`config.mk`:
```
export PLATFORM = sky130hd
export DESIGN_NAME = frac_clk_div
export DESIGN_NICKNAME = d
export VERILOG_FILES = /design/src/rtl/fdiv_pkg.sv /design/src/rtl/fdiv_mclk_stage.sv /design/src/rtl/fdiv_bclk_stage.sv /design/src/rtl/frac_clk_div.sv
export SDC_FILE = /design/constraint.sdc
export NUM_CORES = 1
export LEC_CHECK = 0
export CORE_MARGIN = 2
export CORE_UTILIZATION = 53
export CTS_BUF_LIST = sky130_fd_sc_hd__clkbuf_8 sky130_fd_sc_hd__clkbuf_16
export DETAILED_ROUTE_END_ITERATION = 6
export PLACE_DENSITY = 0.81
export SYNTH_ARGS = -nofsm -noshare
export SYNTH_HDL_FRONTEND = slang
export SYNTH_SLANG_ARGS = --single-unit
```
`constraint.sdc`:
```
create_clock -name clk -period 6.77 [get_ports clk]
set_input_delay 1.354 -clock clk [delete_from_list [all_inputs] [get_ports clk]]
set_output_delay 1.354 -clock clk [all_outputs]
set_load 0.05 [all_outputs]
```
`src/rtl/fdiv_pkg.sv`:
```
package fdiv_pkg;

    localparam int FRAC_W = 6;

    typedef struct packed {
        logic [FRAC_W-1:0] num;
        logic [FRAC_W-1:0] den;
    } frac_t;

    typedef struct packed {
        logic              stretch;
        logic [FRAC_W-1:0] acc;
    } step_t;

    // An unusable fraction collapses to integer division.
    function automatic frac_t frac_clean(frac_t f);
        frac_t r;
        r = f;
        if ((f.den < FRAC_W'(2)) || (f.num >= f.den)) begin
            r.num = '0;
        end
        return r;
    endfunction

    // One accumulator step for a period start.
    function automatic step_t frac_step(logic [FRAC_W-1:0] acc, frac_t f);
        step_t             r;
        logic [FRAC_W:0]   sum;
        sum = {1'b0, acc} + {1'b0, f.num};
        if ((f.num != '0) && (sum >= {1'b0, f.den})) begin
            r.stretch = 1'b1;
            r.acc     = FRAC_W'(sum - {1'b0, f.den});
        end else begin
            r.stretch = 1'b0;
            r.acc     = FRAC_W'(sum);
        end
        return r;
    endfunction

endpackage

```
`src/rtl/fdiv_mclk_stage.sv`:
```
module fdiv_mclk_stage
    import fdiv_pkg::*;
#(
    parameter int IW = 8
) (
    input  logic          clk,
    input  logic          rst,
    input  logic          en,
    input  logic [IW-1:0] int_div,
    input  frac_t         frac_in,
    output logic          period_end,
    output logic          tick
);

    localparam int CW = IW + 1;

    logic          running_q;
    logic [CW-1:0] cnt_q;
    logic [CW-1:0] len_q;
    logic [FRAC_W-1:0] acc_q;
    frac_t         frac_q;

    logic [CW-1:0] n_eff;
    frac_t         frac_c;
    logic [FRAC_W-1:0] acc_base;
    step_t         step;
    logic          load;

    always_comb begin
        n_eff    = (int_div < IW'(2)) ? CW'(2) : {1'b0, int_div};
        frac_c   = frac_clean(frac_in);
        acc_base = (frac_c != frac_q) ? '0 : acc_q;
        step     = frac_step(acc_base, frac_c);
        period_end = running_q && (cnt_q == (len_q - CW'(1)));
        load     = en && (!running_q || period_end);
    end

    always_ff @(posedge clk) begin
        if (rst || !en) begin
            running_q <= 1'b0;
            cnt_q     <= '0;
            len_q     <= '0;
            acc_q     <= '0;
            frac_q    <= '0;
            tick      <= 1'b0;
        end else begin
            tick <= period_end;
            if (load) begin
                running_q <= 1'b1;
                cnt_q     <= '0;
                len_q     <= n_eff + CW'(step.stretch);
                acc_q     <= step.acc;
                frac_q    <= frac_c;
            end else begin
                cnt_q <= cnt_q + CW'(1);
            end
        end
    end

endmodule

```
`src/rtl/fdiv_bclk_stage.sv`:
```
module fdiv_bclk_stage #(
    parameter int BW = 8
) (
    input  logic          clk,
    input  logic          rst,
    input  logic          en,
    input  logic [BW-1:0] bclk_div,
    input  logic          mclk_end,
    output logic          tick
);

    logic          running_q;
    logic [BW-1:0] bcnt_q;
    logic [BW-1:0] bdiv_q;
    logic [BW-1:0] bdiv_eff;
    logic          wrap;

    always_comb begin
        bdiv_eff = (bclk_div == '0) ? BW'(1) : bclk_div;
        wrap     = running_q && mclk_end && (bcnt_q == (bdiv_q - BW'(1)));
    end

    always_ff @(posedge clk) begin
        if (rst || !en) begin
            running_q <= 1'b0;
            bcnt_q    <= '0;
            bdiv_q    <= '0;
            tick      <= 1'b0;
        end else if (!running_q) begin
            running_q <= 1'b1;
            bcnt_q    <= '0;
            bdiv_q    <= bdiv_eff;
            tick      <= 1'b0;
        end else if (wrap) begin
            bcnt_q <= '0;
            bdiv_q <= bdiv_eff;
            tick   <= 1'b1;
        end else begin
            if (mclk_end) begin
                bcnt_q <= bcnt_q + BW'(1);
            end
            tick <= 1'b0;
        end
    end

endmodule

```
`src/rtl/frac_clk_div.sv`:
```
module frac_clk_div
    import fdiv_pkg::*;
#(
    parameter int IW = 8,
    parameter int BW = 8
) (
    input  logic              clk,
    input  logic              rst,
    input  logic              en,
    input  logic [IW-1:0]     int_div,
    input  logic [FRAC_W-1:0] frac_num,
    input  logic [FRAC_W-1:0] frac_den,
    input  logic [BW-1:0]     bclk_div,
    output logic              mclk_tick,
    output logic              bclk_tick
);

    frac_t frac_in;
    logic  mclk_end;

    assign frac_in = '{num: frac_num, den: frac_den};

    fdiv_mclk_stage #(.IW(IW)) u_mclk (
        .clk        (clk),
        .rst        (rst),
        .en         (en),
        .int_div    (int_div),
        .frac_in    (frac_in),
        .period_end (mclk_end),
        .tick       (mclk_tick)
    );

    fdiv_bclk_stage #(.BW(BW)) u_bclk (
        .clk      (clk),
        .rst      (rst),
        .en       (en),
        .bclk_div (bclk_div),
        .mclk_end (mclk_end),
        .tick     (bclk_tick)
    );

endmodule

```
==> results of run 1 <==
-- synth_stat cells, drive strengths merged (4+ instances only) --
| master | n |
|---|---|
| and2 | 5 |
| or4 | 10 |
| nand4 | 10 |
| a211oi | 10 |
| a21oi | 26 |
| mux2i | 4 |
| nand2 | 44 |
| xor2 | 21 |
| nand3 | 29 |
| inv | 23 |
| buf | 4 |
| o21a | 5 |
| o21ai | 24 |
| xnor2 | 29 |
| a211o | 5 |
| a32oi | 7 |
| nor2 | 33 |
| or3 | 5 |
| clkbuf | 18 |
| o31ai | 6 |
| a21o | 4 |
| ha | 24 |
| a32o | 4 |
| and3 | 19 |
| nor3 | 9 |
| o211ai | 5 |
| dfxtp | 56 |
-- sequential cells by signal, summed over array words and instances (netlist names) --
signal,flops
u_mclk.acc_q,6
u_bclk.bdiv_q,8
u_bclk.running_q,1
u_bclk.bcnt_q,8
u_mclk.frac_q,12
u_bclk.tick,1
u_mclk.cnt_q,9
u_mclk.len_q,9
u_mclk.tick,1
u_mclk.running_q,1
-- worst max-delay path, cell delays in order --
cell and delay [ns]:
clkdlybuf4s50_1 0.49, inv_1 0.08, ha_1 0.29, a21o_1 0.17, a221oi_2 0.25, buf_4 0.16, o211ai_1 0.16, xnor2_1 0.17
a211oi_1 0.19, buf_4 0.18, and3_1 0.16, ha_1 0.17, inv_1 0.06, fa_1 0.48, inv_1 0.09, ha_1 0.30
nor2b_1 0.16, o31a_1 0.28, o31a_1 0.27, o211ai_1 0.26, inv_2 0.08, ha_1 0.26, nand3_1 0.12, xnor2_1 0.12
nor2_1 0.07, a211oi_2 0.23
-- repair_timing --
| item | 4_1_cts | 5_1_grt |
|---|---|---|
| endpoints found under the setup margin | 0 | 7 |
| buffers inserted | 0 | 1 |
| resized for setup | 0 | 5 |
-- stage by stage --
step / TNS [ns] / std cells
after floorplan: 0 / 488
after global placement: 0 / 611
after detailed placement: -0.08729 / 611
after CTS: 0 / 619
after global routing: 0 / 620
final: 0 / 620
-- power by group through the flow --
stage / Combinational [mW] / Clock (mW) / Sequential, mW
2_1_floorplan: 0.119 / 0 / 0.355
3_3_place_gp: 0.172 / 0 / 0.359
3_5_place_dp: 0.178 / 0 / 0.359
4_1_cts: 0.179 / 0.195 / 0.352
5_1_grt: 0.203 / 0.208 / 0.354
6_report: 0.183 / 0.190 / 0.352
-- layer usage --
| layer | up-vias | GRT usage, % | wire length (um) |
|---|---|---|---|
| met3 | 12 | 3.772 | 350 |
| met4 | 0 | 5.769 | 111 |
| met5 | - | 0 | 0 |
| li1 | 1865 | - | - |
| met1 | 1739 | 29.45 | 4297 |
| met2 | 71 | 42.73 | 4629 |
-- cell families after synthesis --
kind of cell	Yosys count	share of synthesized area, %
flip-flops	56	28.54
AND/OR/NAND/NOR	187	25.01
buffers and inverters	47	4.587
multiplexers	5	1.306
XOR/XNOR	50	11.15
AO/OA/AOI/OAI	117	20.74
adder cells (fa/ha/maj)	26	8.665
-- worst min-delay path by stage --
stage | start | endpoint | slack (ns) | depth (start not counted)
floorplan | u_mclk.acc_q[2]$_SDFFE_PN0P_ | u_mclk.acc_q[2]$_SDFFE_PN0P_ | 0.43 | 2
global placement | u_mclk.frac_q[3]$_SDFFE_PN0P_ | u_mclk.frac_q[3]$_SDFFE_PN0P_ | 0.45 | 2
detailed placement | u_mclk.frac_q[0]$_SDFFE_PN0P_ | u_mclk.frac_q[0]$_SDFFE_PN0P_ | 0.46 | 2
CTS | u_mclk.frac_q[3]$_SDFFE_PN0P_ | u_mclk.frac_q[3]$_SDFFE_PN0P_ | 0.48 | 2
global route | u_mclk.frac_q[5]$_SDFFE_PN0P_ | u_mclk.frac_q[5]$_SDFFE_PN0P_ | 0.50 | 2
finish | u_mclk.frac_q[0]$_SDFFE_PN0P_ | u_mclk.frac_q[0]$_SDFFE_PN0P_ | 0.47 | 2
-- cells in the final DEF (no fill, tap or decap), types with 5 or more instances in the layout --
cell and n:
dfxtp_1 56, nand2_1 44, nor2_1 33, clkdlybuf4s50_1 32, nand3_1 29, xnor2_1 29, a21oi_1 26, o21ai_0 24
ha_1 24, inv_1 23, xor2_1 21, and3_1 19, buf_4 15, nand4_1 10, or4_1 10, a211oi_1 9
nor3_1 9, a32oi_1 7, o31ai_1 6, o211ai_1 5, o21a_1 5, and2_1 5, or3_1 5, a211o_1 5
clkbuf_8 5
-- final cells by class --
cell class,instances,area [um2]
clock buffer,5,68.82
inverter,25,93.84
tap,99,123.9
clock inverter,3,22.52
sequential,56,1121
timing repair buffer,47,432.9
multi-input combinational,385,2653
fill,653,2699
==> flow_summary.json, run 1 <==
{
  "clockRootBuffer": "clkbuf_8",
  "synth_area_leaders": "dfxtp_1, ha_1, xnor2_1, xor2_1, nand2_1",
  "seq_power_share_pct": 48.5,
  "drc": 0,
  "cts_buffers": 5,
  "syn_avg_cell_area_um2": 8.048,
  "io-pin-count": 33,
  "die_y_um": 90.09,
  "fin_util_pct": 62.59,
  "ys_seq_area_share_pct": 28.54,
  "synth_area_mm2": 0.003928,
  "clkSlewWorstSetupHoldPaths_ns": 0.11,
  "reg2reg_depth": 20,
  "relSlewSlack_pct": 23.88,
  "clk_latency_ns": 0.31,
  "grt_pass1_vias": 3635,
  "synthArstFlopShare_pct": 0,
  "dp.final_hpwl_mm": 6.941,
  "worst_slew_pin_slew_ns": 1.142,
  "overflow": 0,
  "dieWidth_um": 90.09,
  "synth-edff-count": 0,
  "ys_ff_latch": 56,
  "timing.hold.ws_ns": 0.4712,
  "layout-drive-gt1-share_pct": 6.526,
  "end_kind": "flip-flop",
  "wl_mm": 9.389,
  "ys_types": 56,
  "syn_nets": 545,
  "finalHoldViolCount": 0,
  "finalClockSkew_ns": 0.01036,
  "drtIter0Drc": 225,
  "maxCapViolCount": 0,
  "finalCritPeriodShare_pct": 94.03,
  "setup_ws_ns": 0.4041,
  "power.share.switching_pct": 30.87,
  "cts_tree": "done",
  "vias_per_cell": 5.947,
  "grt_pass1_wl_mm": 16.33,
  "routedWlPerCell_um": 15.14,
  "nets": 577,
  "p_total_mw": 0.7251,
  "grt_max_degree": 35,
  "portBuffers": 32,
  "initial_core_util_pct": 54.44,
  "synth_top_cell_by_area": "dfxtp_1",
  "place_area_mm2": 0.004398,
  "setup_violations": 0,
  "antenna_found_initial": 0,
  "leakage_nw": 1.740,
  "area_growth_pct": 14.97,
  "switching_power_mw": 0.2239,
  "vias": 3687,
  "place_congestion": 0.9505,
  "intPower_mw": 0.5012,
  "r2r_start": "u_mclk.frac_q[11]$_SDFFE_PN0P_",
  "die_area_mm2": 0.008115,
  "r2r-end": "u_mclk.len_q[5]$_SDFFE_PN0P_",
  "p_clk_share_pct": 26.2,
  "startpoint": "frac_den[4]",
  "rsz0062_at_grt": "false",
  "worst-setup-path-type": "in2reg",
  "cts_buffer_depth": 2,
  "grt_usage_pct": 23.68,
  "core_mm2": 0.007214,
  "period_needed_ns": 6.366,
  "status": "finished, final reports clean",
  "diodes": 0,
  "synth-main-ff-cell": "dfxtp_1",
  "critPathMaxFanout": 7,
  "rrSetupSlack_ns": 2.27,
  "cts_sinks": 56,
  "worst_ep_required_time_ns": 7.00,
  "slew_viol_final": 0,
  "cts_hold_buf": 0,
  "power_density_mw_per_mm2": 160.6,
  "rows": 31,
  "design_area_mm2": 0.004516,
  "max_freq_mhz": 157.1,
  "synth_cells": 488,
  "cts-htree-levels": 2,
  "ir_worst_vdd_v": 0.0001172,
  "hold_path_class": "reg2reg",
  "cp-start-kind": "primary input",
  "crit_end": "u_mclk.len_q[5]$_SDFFE_PN0P_",
  "dpl_worst_slack_ns": -0.08622,
  "synth.top_cell.area_share_pct": 28.54,
  "ys_warn_count": 0,
  "ant_nets": 0,
  "pwr-share-comb_pct": 25.3,
  "crit_arrival_ns": 6.60,
  "firstDrtPassIters": 4
}
Power figures use the tool's default switching activity.
==> run 2: changes to the inputs <==
ABC_AREA = 1   (was default)
GPL_ROUTABILITY_DRIVEN = 0   (was default)
==> run 2 against run 1 <==
Net effect: total power is 5.3% higher; largest power group unchanged; die area is 4.0% higher; clock power is 3% higher; synthesized cell count is 30% higher; largest cell class unchanged; clock skew is 0.0072 ns higher; critical path depth is 10 higher; worst setup slack better by 0.12 ns; critical path type unchanged; design area is 2.8% higher.
==> flow_summary.json, run 2 <==
{
  "synthAdderAreaFrac_pct": 8.315,
  "wl_mm": 9.129,
  "vias_per_cell": 5.272,
  "finalCritPeriodShare_pct": 92.24,
  "ys_seq_area_share_pct": 27.39,
  "setup_violations": 0,
  "ys_ff_latch": 56,
  "cts_resized": 0,
  "syn_nets": 690,
  "relSlewSlack_pct": 63.96,
  "worst_path_max_delay_cell": "clkdlybuf4s50_1",
  "cpPeakStageDelay_ns": 0.52,
  "leakage_nw": 2.218,
  "synth.top_cell.area_share_pct": 27.39,
  "grt_usage_pct": 22.62,
  "die_y_um": 91.88,
  "timing.hold.ws_ns": 0.4977,
  "synth-edff-count": 0,
  "top_register": "u_mclk.frac_q",
  "cts_tree": "done",
  "finalClockSkew_ns": 0.01751,
  "end_kind": "flip-flop",
  "synth-compound-area-share_pct": 9.722,
  "clkSlewWorstSetupHoldPaths_ns": 0.11,
  "hold_path_class": "reg2reg",
  "portBuffers": 32,
  "initial_core_util_pct": 53.80,
  "ys_types": 32,
  "rows": 32,
  "cts-htree-levels": 2,
  "drtIter0Drc": 176,
  "area_growth_pct": 13.45,
  "seqCellArea_mm2": 0.001121,
  "synth_area_leaders": "dfxtp_1, nand2_1, inv_1, ha_1, nand3_1",
  "post-synth-top-count-cell": "nand2_1",
  "antenna_found_initial": 0,
  "synth_area_mm2": 0.004093,
  "clockRootBuffer": "clkbuf_8",
  "clk_latency_ns": 0.33,
  "maxCapViolCount": 0,
  "dp.final_hpwl_mm": 7.128,
  "multiInputGateArea_mm2": 0.002545,
  "overflow": 0,
  "cp-start-kind": "primary input",
  "cts_setup_buffers": 0,
  "synth_top_family_by_area": "simple AND/OR/NAND/NOR gates",
  "synth-simple-area-share_pct": 35.71,
  "yosys-mux-area-fraction_pct": 0,
  "nets": 723,
  "vias": 4054,
  "syn_avg_cell_area_um2": 6.466,
  "diodes": 0,
  "synth_xor_area_share_pct": 7.490,
  "drc": 0,
  "ant_nets": 0,
  "worst_slew_pin_slew_ns": 0.5387,
  "synth_top_cell_by_area": "dfxtp_1",
  "ys_warn_count": 0,
  "fin_cells": 769,
  "io-pin-count": 33,
  "finalHoldViolCount": 0,
  "design_area_mm2": 0.004643,
  "top_regs": "u_mclk.frac_q: 12 flops, u_mclk.cnt_q: 9 flops, u_mclk.len_q: 9 flops",
  "status": "finished, final reports clean",
  "critPathMaxFanout": 8,
  "synth_cells": 633,
  "fillers": 703,
  "power_density_mw_per_mm2": 164.4,
  "cts_buffers": 5,
  "firstDrtPassIters": 5,
  "layout-drive-gt1-share_pct": 7.496,
  "grt_pass1_vias": 3820,
  "cts_buffer_depth": 2,
  "ys_top_cells_by_count": "nand2_1, inv_1, nor2_1, nand3_1, dfxtp_1",
  "place_area_mm2": 0.004516,
  "max_freq_mhz": 160.1,
  "synthArstFlopShare_pct": 0,
  "layout.cells.most_common": "nand2_1",
  "cts_sinks": 56,
  "slew_viol_final": 0,
  "routedWlPerCell_um": 11.87,
  "largest_reg_flops": 12,
  "period_needed_ns": 6.245,
  "synth-main-ff-cell": "dfxtp_1",
  "crit_arrival_ns": 6.45,
  "grt_pass1_wl_mm": 15.99,
  "worst_ep_required_time_ns": 6.97,
  "cts_hold_buf": 0,
  "ir_worst_vdd_v": 0.0001052,
  "grt_max_degree": 35,
  "worst-setup-path-type": "in2reg",
  "dpl.cell_count": 761,
  "core_mm2": 0.007607,
  "die_area_mm2": 0.008441,
  "dieWidth_um": 91.88,
  "final_cell_mix": "nand2_1, inv_1, nor2_1, dfxtp_1, nand3_1"
}
run 2: cells by family after synthesis:
logic type / Yosys count
buffers and inverters: 116
DFF: 56
and+or+nand+nor: 325
adders and majority gates: 26
xor gates and xnor gates: 35
AOI/OAI and AO/OA: 75
run 2: cell type report:
class	count	area share [%]
clock buffers	5	1.482
clock inverters	3	0.4850
inverters	104	8.461
multi-input cells	461	54.81
flip-flops and latches	56	24.14
well taps	102	2.749
repair buffers	38	7.868
run 2: routing by layer:
metal | track usage (%) | part of all wire (%) | up-vias
li1 | - | - | 2088
met1 | 27.32 | 45 | 1870
met2 | 40.99 | 49 | 79
met3 | 2.958 | 3.3 | 17
met4 | 8.085 | 2.7 | 0
met5 | 0 | 0 | -
run 2: through the flow:
stage	util, %	setup TNS, ns	total power [mW]	setup WS (ns)
after floorplan	-	0	0.5110	0.8426
after global placement	59.36	0	0.5639	0.2427
after detailed placement	59.36	-0.03760	0.5700	-0.03760
after CTS	60.56	0	0.7603	0.3064
after global routing	61.04	-0.03975	0.8083	-0.03975
final	61.04	0	0.7632	0.5252
run 2: worst paths after layout:
| kind | from | end | slack, ns | depth (start not counted) |
|---|---|---|---|---|
| worst max-delay path | frac_num[0] | u_mclk.len_q[7]$_SDFFE_PN0P_ | 0.53 | 36 |
| worst max register to register | u_mclk.frac_q[0]$_SDFFE_PN0P_ | u_mclk.len_q[7]$_SDFFE_PN0P_ | 2.33 | 28 |
| worst min register to register | u_bclk.bcnt_q[6]$_SDFFE_PP0P_ | u_bclk.bcnt_q[6]$_SDFFE_PP0P_ | 0.50 | 2 |
| worst min-delay path | u_bclk.bcnt_q[6]$_SDFFE_PP0P_ | u_bclk.bcnt_q[6]$_SDFFE_PP0P_ | 0.50 | 2 |
run 2: worst max-delay path, delay by kind of cell:
| kind | cells | cell delay, ns |
|---|---|---|
| XOR/XNOR | 2 | 0.32 |
| AO/OA/AOI/OAI | 4 | 0.50 |
| AND/OR/NAND/NOR | 18 | 1.95 |
| adder cells (fa/ha/maj) | 5 | 1.37 |
| buffers and inverters | 7 | 0.96 |
run 2: where the power goes:
| part | internal, mW | leakage (nW) | switching [mW] |
|---|---|---|---|
| Sequential | 0.342 | 0.458 | 0.0117 |
| Combinational | 0.0862 | 1.71 | 0.128 |
| Clock | 0.0746 | 0.0485 | 0.120 |
